==> config.mk <==
export PLATFORM = sky130hd
export DESIGN_NAME = pwr_gate_ctrl
export DESIGN_NICKNAME = d
export VERILOG_FILES = /design/src/rtl/pgc_pkg.sv /design/src/rtl/pgc_cfg_regs.sv /design/src/rtl/pgc_wake_detect.sv /design/src/rtl/pgc_status.sv /design/src/rtl/pwr_gate_ctrl.sv
export SDC_FILE = /design/constraint.sdc
export NUM_CORES = 1
export LEC_CHECK = 0
export BUFFER_PORTS_ARGS = -buffer_cell sky130_fd_sc_hd__clkbuf_2
export CORE_UTILIZATION = 45
export CTS_CLUSTER_SIZE = 16
export DETAILED_ROUTE_END_ITERATION = 6
export PLACE_DENSITY = 0.76
export SYNTH_ARGS = -nofsm -noshare
export SYNTH_HDL_FRONTEND = slang
export SYNTH_SLANG_ARGS = --single-unit
export TNS_END_PERCENT = 50
==> constraint.sdc <==
create_clock -name clk -period 1.45 [get_ports clk]
set_input_delay 0.145 -clock clk [delete_from_list [all_inputs] [get_ports clk]]
set_output_delay 0.145 -clock clk [all_outputs]
set_load 0.02 [all_outputs]
==> src/rtl/pgc_pkg.sv <==
package pgc_pkg;
  localparam logic [3:0] ADDR_CTRL = 4'h0;
  localparam logic [3:0] ADDR_MODE = 4'h4;
  localparam logic [3:0] ADDR_STAT = 4'h8;
  localparam logic [3:0] ADDR_WCFG = 4'hC;
  localparam logic [7:0] SHDN_KEY  = 8'hA5;
  localparam int KEY_LSB      = 24;
  localparam int DBC_LSB      = 24;
  localparam int MODE_RTC_BIT = 17;
  localparam int STAT_RTC_BIT = 5;
  localparam int STAT_PIN_LSB = 16;
  localparam int POL_LSB      = 16;

  typedef enum logic {ST_ON = 1'b0, ST_OFF = 1'b1} pwr_state_e;

  // Key byte check plus command bit
  function automatic logic shdn_cmd_ok(input logic [31:0] w);
    return (w[KEY_LSB +: 8] == SHDN_KEY) && w[0];
  endfunction
endpackage

==> src/rtl/pgc_cfg_regs.sv <==
module pgc_cfg_regs
  import pgc_pkg::*;
#(
  parameter int NW    = 16,
  parameter int DBC_W = 3
) (
  input  logic             clk,
  input  logic             rst_n,
  input  logic             wr_mode,
  input  logic             wr_wcfg,
  input  logic [31:0]      wdata,
  output logic             rtc_en,
  output logic [DBC_W-1:0] dbc_sel,
  output logic [NW-1:0]    pin_en,
  output logic [NW-1:0]    pin_pol,
  output logic [31:0]      mode_word,
  output logic [31:0]      wcfg_word
);
  always_ff @(posedge clk or negedge rst_n) begin
    if (!rst_n) begin
      rtc_en  <= 1'b0;
      dbc_sel <= '0;
    end else if (wr_mode) begin
      rtc_en  <= wdata[MODE_RTC_BIT];
      dbc_sel <= wdata[DBC_LSB +: DBC_W];
    end
  end

  always_ff @(posedge clk or negedge rst_n) begin
    if (!rst_n) begin
      pin_en  <= '0;
      pin_pol <= '0;
    end else if (wr_wcfg) begin
      pin_en  <= wdata[NW-1:0];
      pin_pol <= wdata[POL_LSB +: NW];
    end
  end

  always_comb begin
    mode_word = '0;
    mode_word[MODE_RTC_BIT] = rtc_en;
    mode_word[DBC_LSB +: DBC_W] = dbc_sel;
    wcfg_word = '0;
    wcfg_word[NW-1:0] = pin_en;
    wcfg_word[POL_LSB +: NW] = pin_pol;
  end


  rtc_en_load_chk: assert property (@(posedge clk) disable iff (!rst_n)
    wr_mode |=> (rtc_en == $past(wdata[MODE_RTC_BIT])));

  wcfg_load_chk: assert property (@(posedge clk) disable iff (!rst_n)
    wr_wcfg |=> (pin_en == $past(wdata[NW-1:0])));
endmodule

==> src/rtl/pgc_wake_detect.sv <==
module pgc_wake_detect #(
  parameter int NW = 16
) (
  input  logic [NW-1:0] pins,
  input  logic [NW-1:0] pin_en,
  input  logic [NW-1:0] pin_pol,
  input  logic          rtc_en,
  input  logic          rtc_alarm,
  output logic [NW-1:0] pin_hit,
  output logic          rtc_hit,
  output logic          any_hit
);
  // Active level: pol=1 high, pol=0 low
  function automatic logic pin_active(input logic lvl, input logic pol, input logic en);
    return en && (lvl == pol);
  endfunction

  for (genvar i = 0; i < NW; i++) begin : g_pin
    assign pin_hit[i] = pin_active(pins[i], pin_pol[i], pin_en[i]);
  end

  assign rtc_hit = rtc_en && rtc_alarm;
  assign any_hit = (|pin_hit) || rtc_hit;
endmodule

==> src/rtl/pgc_status.sv <==
module pgc_status
  import pgc_pkg::*;
#(
  parameter int NW = 16
) (
  input  logic          clk,
  input  logic          rst_n,
  input  logic          armed,
  input  logic          rd_clr,
  input  logic [NW-1:0] pin_hit,
  input  logic          rtc_hit,
  output logic [31:0]   stat_word
);
  logic [NW-1:0] pin_q;
  logic          rtc_q;
  logic [NW-1:0] pin_cap;
  logic          rtc_cap;

  assign pin_cap = armed ? pin_hit : '0;
  assign rtc_cap = armed && rtc_hit;

  always_ff @(posedge clk or negedge rst_n) begin
    if (!rst_n) begin
      pin_q <= '0;
      rtc_q <= 1'b0;
    end else begin
      pin_q <= (rd_clr ? '0 : pin_q) | pin_cap;
      rtc_q <= (rd_clr ? 1'b0 : rtc_q) | rtc_cap;
    end
  end

  always_comb begin
    stat_word = '0;
    stat_word[STAT_PIN_LSB +: NW] = pin_q;
    stat_word[STAT_RTC_BIT] = rtc_q;
  end


  clear_on_read_chk: assert property (@(posedge clk) disable iff (!rst_n)
    (rd_clr && !armed) |=> (stat_word == 32'd0));

  powered_quiet_chk: assert property (@(posedge clk) disable iff (!rst_n)
    (!armed && !rd_clr) |=> $stable(stat_word));
endmodule

==> src/rtl/pwr_gate_ctrl.sv <==
module pwr_gate_ctrl
  import pgc_pkg::*;
#(
  parameter int NW    = 16,
  parameter int DBC_W = 3
) (
  input  logic             clk,
  input  logic             rst_n,
  input  logic             bus_en,
  input  logic             bus_we,
  input  logic [3:0]       bus_addr,
  input  logic [31:0]      bus_wdata,
  output logic [31:0]      bus_rdata,
  input  logic [NW-1:0]    wake_in,
  input  logic             rtc_alarm,
  output logic [DBC_W-1:0] dbc_sel,
  output logic             pwr_en
);
  pwr_state_e    state_q;
  logic          ctrl_wr, mode_wr, wcfg_wr, stat_rd, cmd_ok;
  logic          rtc_en, rtc_hit, any_hit, armed;
  logic [NW-1:0] pin_en, pin_pol, pin_hit;
  logic [31:0]   mode_word, wcfg_word, stat_word;

  assign ctrl_wr = bus_en && bus_we && (bus_addr == ADDR_CTRL);
  assign mode_wr = bus_en && bus_we && (bus_addr == ADDR_MODE);
  assign wcfg_wr = bus_en && bus_we && (bus_addr == ADDR_WCFG);
  assign stat_rd = bus_en && !bus_we && (bus_addr == ADDR_STAT);
  assign cmd_ok  = shdn_cmd_ok(bus_wdata);
  assign armed   = (state_q == ST_OFF);

  pgc_cfg_regs #(.NW(NW), .DBC_W(DBC_W)) u_cfg (
    .clk(clk), .rst_n(rst_n), .wr_mode(mode_wr), .wr_wcfg(wcfg_wr),
    .wdata(bus_wdata), .rtc_en(rtc_en), .dbc_sel(dbc_sel),
    .pin_en(pin_en), .pin_pol(pin_pol),
    .mode_word(mode_word), .wcfg_word(wcfg_word)
  );

  pgc_wake_detect #(.NW(NW)) u_det (
    .pins(wake_in), .pin_en(pin_en), .pin_pol(pin_pol),
    .rtc_en(rtc_en), .rtc_alarm(rtc_alarm),
    .pin_hit(pin_hit), .rtc_hit(rtc_hit), .any_hit(any_hit)
  );

  pgc_status #(.NW(NW)) u_stat (
    .clk(clk), .rst_n(rst_n), .armed(armed), .rd_clr(stat_rd),
    .pin_hit(pin_hit), .rtc_hit(rtc_hit), .stat_word(stat_word)
  );

  always_ff @(posedge clk or negedge rst_n) begin
    if (!rst_n)
      state_q <= ST_ON;
    else if (armed && any_hit)
      state_q <= ST_ON;
    else if (!armed && ctrl_wr && cmd_ok)
      state_q <= ST_OFF;
  end

  assign pwr_en = (state_q == ST_ON);

  always_comb begin
    case (bus_addr)
      ADDR_MODE: bus_rdata = mode_word;
      ADDR_STAT: bus_rdata = stat_word;
      ADDR_WCFG: bus_rdata = wcfg_word;
      default:   bus_rdata = 32'd0;
    endcase
  end


  key_shutdown_chk: assert property (@(posedge clk) disable iff (!rst_n)
    (pwr_en && ctrl_wr && bus_wdata[31:24] == 8'hA5 && bus_wdata[0]) |=> !pwr_en);

  bad_key_chk: assert property (@(posedge clk) disable iff (!rst_n)
    (pwr_en && ctrl_wr && !(bus_wdata[31:24] == 8'hA5 && bus_wdata[0])) |=> pwr_en);

  wake_rise_chk: assert property (@(posedge clk) disable iff (!rst_n)
    (!pwr_en && (|pin_hit || rtc_hit)) |=> pwr_en);

  no_wake_chk: assert property (@(posedge clk) disable iff (!rst_n)
    (!pwr_en && !any_hit) |=> !pwr_en);
endmodule

==> results.json <==
{
  "dp.cells": 370,
  "grt_start_max_net_pins": 55,
  "crit_arrival_ps": 1350,
  "top_layer_used": "met4",
  "synth_warnings": 0,
  "drt.antenna.violating_nets": 0,
  "dr.pass1.iters": 4,
  "grt_pass1_vias": 2057,
  "synth_top_family_by_area": "multiplexers",
  "mostFrequentLayoutCells": "clkbuf_2 (89), dfrtp_1 (54), mux2_4 (30)",
  "seqPwrFrac": 0.508,
  "crit_type": "reg -> out",
  "syn-num-nets": 260,
  "die_height_um": 80.2,
  "grt_pass1_wl_um": 10400,
  "synth_compound_area_frac": 0.138,
  "layout.nets": 365,
  "p_leak_uw": 0.00176,
  "antenna_found_initial": 0,
  "skew_ps": 10.9,
  "rsz0062_at_grt": "true",
  "wl_met3_um": 413,
  "fin_crit_ps": 1490,
  "yosysTopAreaCell": "dfrtp_1",
  "drc": 0,
  "synth.avg_cell_area_um2": 13.6,
  "drv_slew": 0,
  "clkPwrFrac": 0.270,
  "r2r_setup_slack_ps": 100,
  "wl_um": 6700,
  "synth_cells": 203,
  "viasPerCell": 5.62,
  "root_buffer": "clkbuf_8",
  "ir_drop_uv": 508,
  "status": "finished with violations",
  "grt.total_usage": 0.217,
  "switching_share": 0.274,
  "relSlewSlack": 0.751,
  "routedWlPerCell_um": 17.5,
  "cts_buffers": 5,
  "die-area_um2": 6440,
  "final.setup.tns_ps": -44.6,
  "max-clock-path-buffers": 2,
  "final_critical_path_setup_slack_ps": -44.6,
  "critPathMaxFanout": 2,
  "switchingPower_uw": 1060,
  "power_density_nw_per_um2": 1090,
  "dpl_cell_area_um2": 3330,
  "hold_viol": 0,
  "critPathLaunchType": "flip-flop",
  "design_area_um2": 3520,
  "hold_path_class": "in -> reg",
  "via_count": 2152,
  "hpwl_um": 4810,
  "synth-adder-area-share": 0,
  "muxShareOfSynthArea": 0.188,
  "min_period_over_period": 1.03,
  "synthXorXnorAreaFrac": 0.0509,
  "drive_gt1_frac": 0.506,
  "synth.yosys.seq_area_share": 0.491,
  "dr_wl_met2_um": 3210,
  "tightestPinTransition_ps": 374,
  "clock-sinks": 54,
  "syn_to_final_growth_pct": 27.9,
  "h-tree-depth": 2,
  "yosys_register_bits": 54,
  "synth_area_leaders": "dfrtp_1 (49%), mux2_4 (16%), a32o_1 (5.5%), xnor2_1 (5.1%), a22o_1 (4.1%)",
  "synthDominantCellAreaShare": 0.491,
  "globalplace.congestion": 0.829,
  "p_int_uw": 2800,
  "violations": "setup timing",
  "ioPinCount": 93,
  "insertion_delay_ps": 300,
  "initial_core_util": 0.465,
  "synth_area_um2": 2750,
  "drt-met1-wl_um": 3030,
  "cts_tree": "done",
  "num_antenna_cells": 0,
  "critPathCaptureType": "output pin",
  "synth_simple_gate_area_frac": 0.0836,
  "first_iter_violations": 163,
  "ys_types": 27,
  "portBuffers": 92,
  "grt-ovfl-total": 0,
  "max_freq_ghz": 0.669,
  "holdWs_ps": 66.9,
  "combPwrFrac": 0.222,
  "final_cells": 383,
  "fin_util": 0.595,
  "rows": 28,
  "final_common_cell": "clkbuf_2",
  "core_area_um2": 5920,
  "cts.reportedPaths.clkPinSlew_ps": 100,
  "cap_violations": 0,
  "required_ps": 1310,
  "setup_viol": 1,
  "die_x_um": 80.2
}
==> timing repair <==
action	4_1_cts	5_1_grt
resized for setup	0	12
setup buffers	1	4
pin swaps	2	3
endpoints found under the setup margin	2	13
hold buffers	1	0
hold endpoints to repair	54	0
==> registers in the layout (all words and copies together), names as in the netlist <==
register and count:
armed 1, u_cfg.pin_en 16, u_cfg.rtc_en 1, u_stat.rtc_q 1, u_cfg.pin_pol 16, u_stat.pin_q 16, u_cfg.dbc_sel 3
==> layer usage <==
| metal | up-vias | track usage |
|---|---|---|
| met2 | 94 | 0.341 |
| met4 | 0 | 0.0429 |
| li1 | 966 | - |
| met1 | 1088 | 0.308 |
| met3 | 4 | 0.0466 |
| met5 | - | 0 |
==> critical path: stages, from the launching register on <==
cell and delay (ps):
dfrtp_1 410, a222oi_1 400, inv_1 100, buf_6 140
==> cells by family (layout without fill, tap and decap cells) <==
logic type	count (synthesis)	after routing
compound gates	43	43
xor+xnor	16	16
buf+inv	18	123
flops	54	54
mux	36	36
simple gates	36	36
==> metrics by stage <==
stage	power [uW]	setup WS, ps
final	3850	-44.6
after global routing	4020	-65.8
after CTS	3850	-71.3
after detailed placement	2800	-117
after global placement	2760	-56.6
after floorplan	2470	3.98
==> final cells by class <==
type                            instances  area [um2]
Clock buffer                            6        82.6
Clock inverter                          1        30.0
Fill cell                             492        2400
Inverter                                5        18.8
Multi-Input combinational cell        131        1270
Sequential cell                        54        1350
Tap cell                               75        93.8
Timing Repair Buffer                  111         669
==> cells in the mapped netlist <==
cell type / count
dfrtp_1: 54
mux2_4: 30
xnor2_1: 16
a32o_1: 15
and2_1: 15
a22o_1: 13
a22oi_1: 7
clkbuf_1: 7
inv_1: 5
mux2_2: 5
nand2_1: 5
a222oi_1: 4
and3_1: 3
buf_12: 3
nand4_1: 3
nor2_1: 3
buf_6: 2
nand3_1: 2
nor4b_1: 2
o21ai_0: 2
a21oi_1: 1
buf_4: 1
mux2_1: 1
nand3b_2: 1
nor4b_4: 1
o31ai_1: 1
or3_1: 1
==> power groups by stage <==
| stage | sequential [uW] | clock, uW | combinational (uW) |
|---|---|---|---|
| after global placement | 1970 | 0 | 784 |
| after global routing | 1990 | 1110 | 922 |
| after floorplan | 1940 | 0 | 532 |
| after CTS | 1960 | 1070 | 826 |
| after detailed placement | 1990 | 0 | 810 |
| final | 1960 | 1040 | 855 |
==> worst paths after layout <==
path,startpoint,to,depth (start not counted)
worst max-delay path,u_cfg.pin_pol[9],bus_rdata[25],3
worst min-delay path,bus_wdata[20],u_cfg.pin_pol[4],2
worst max register to register,armed,armed,4
worst min register to register,u_stat.pin_q[12],u_stat.pin_q[12],1
max in group asynchronous,rst_n,u_stat.pin_q[5],3
min in group asynchronous,rst_n,u_cfg.pin_en[15],3
No activity file was read; power rests on OpenSTA's default activity.
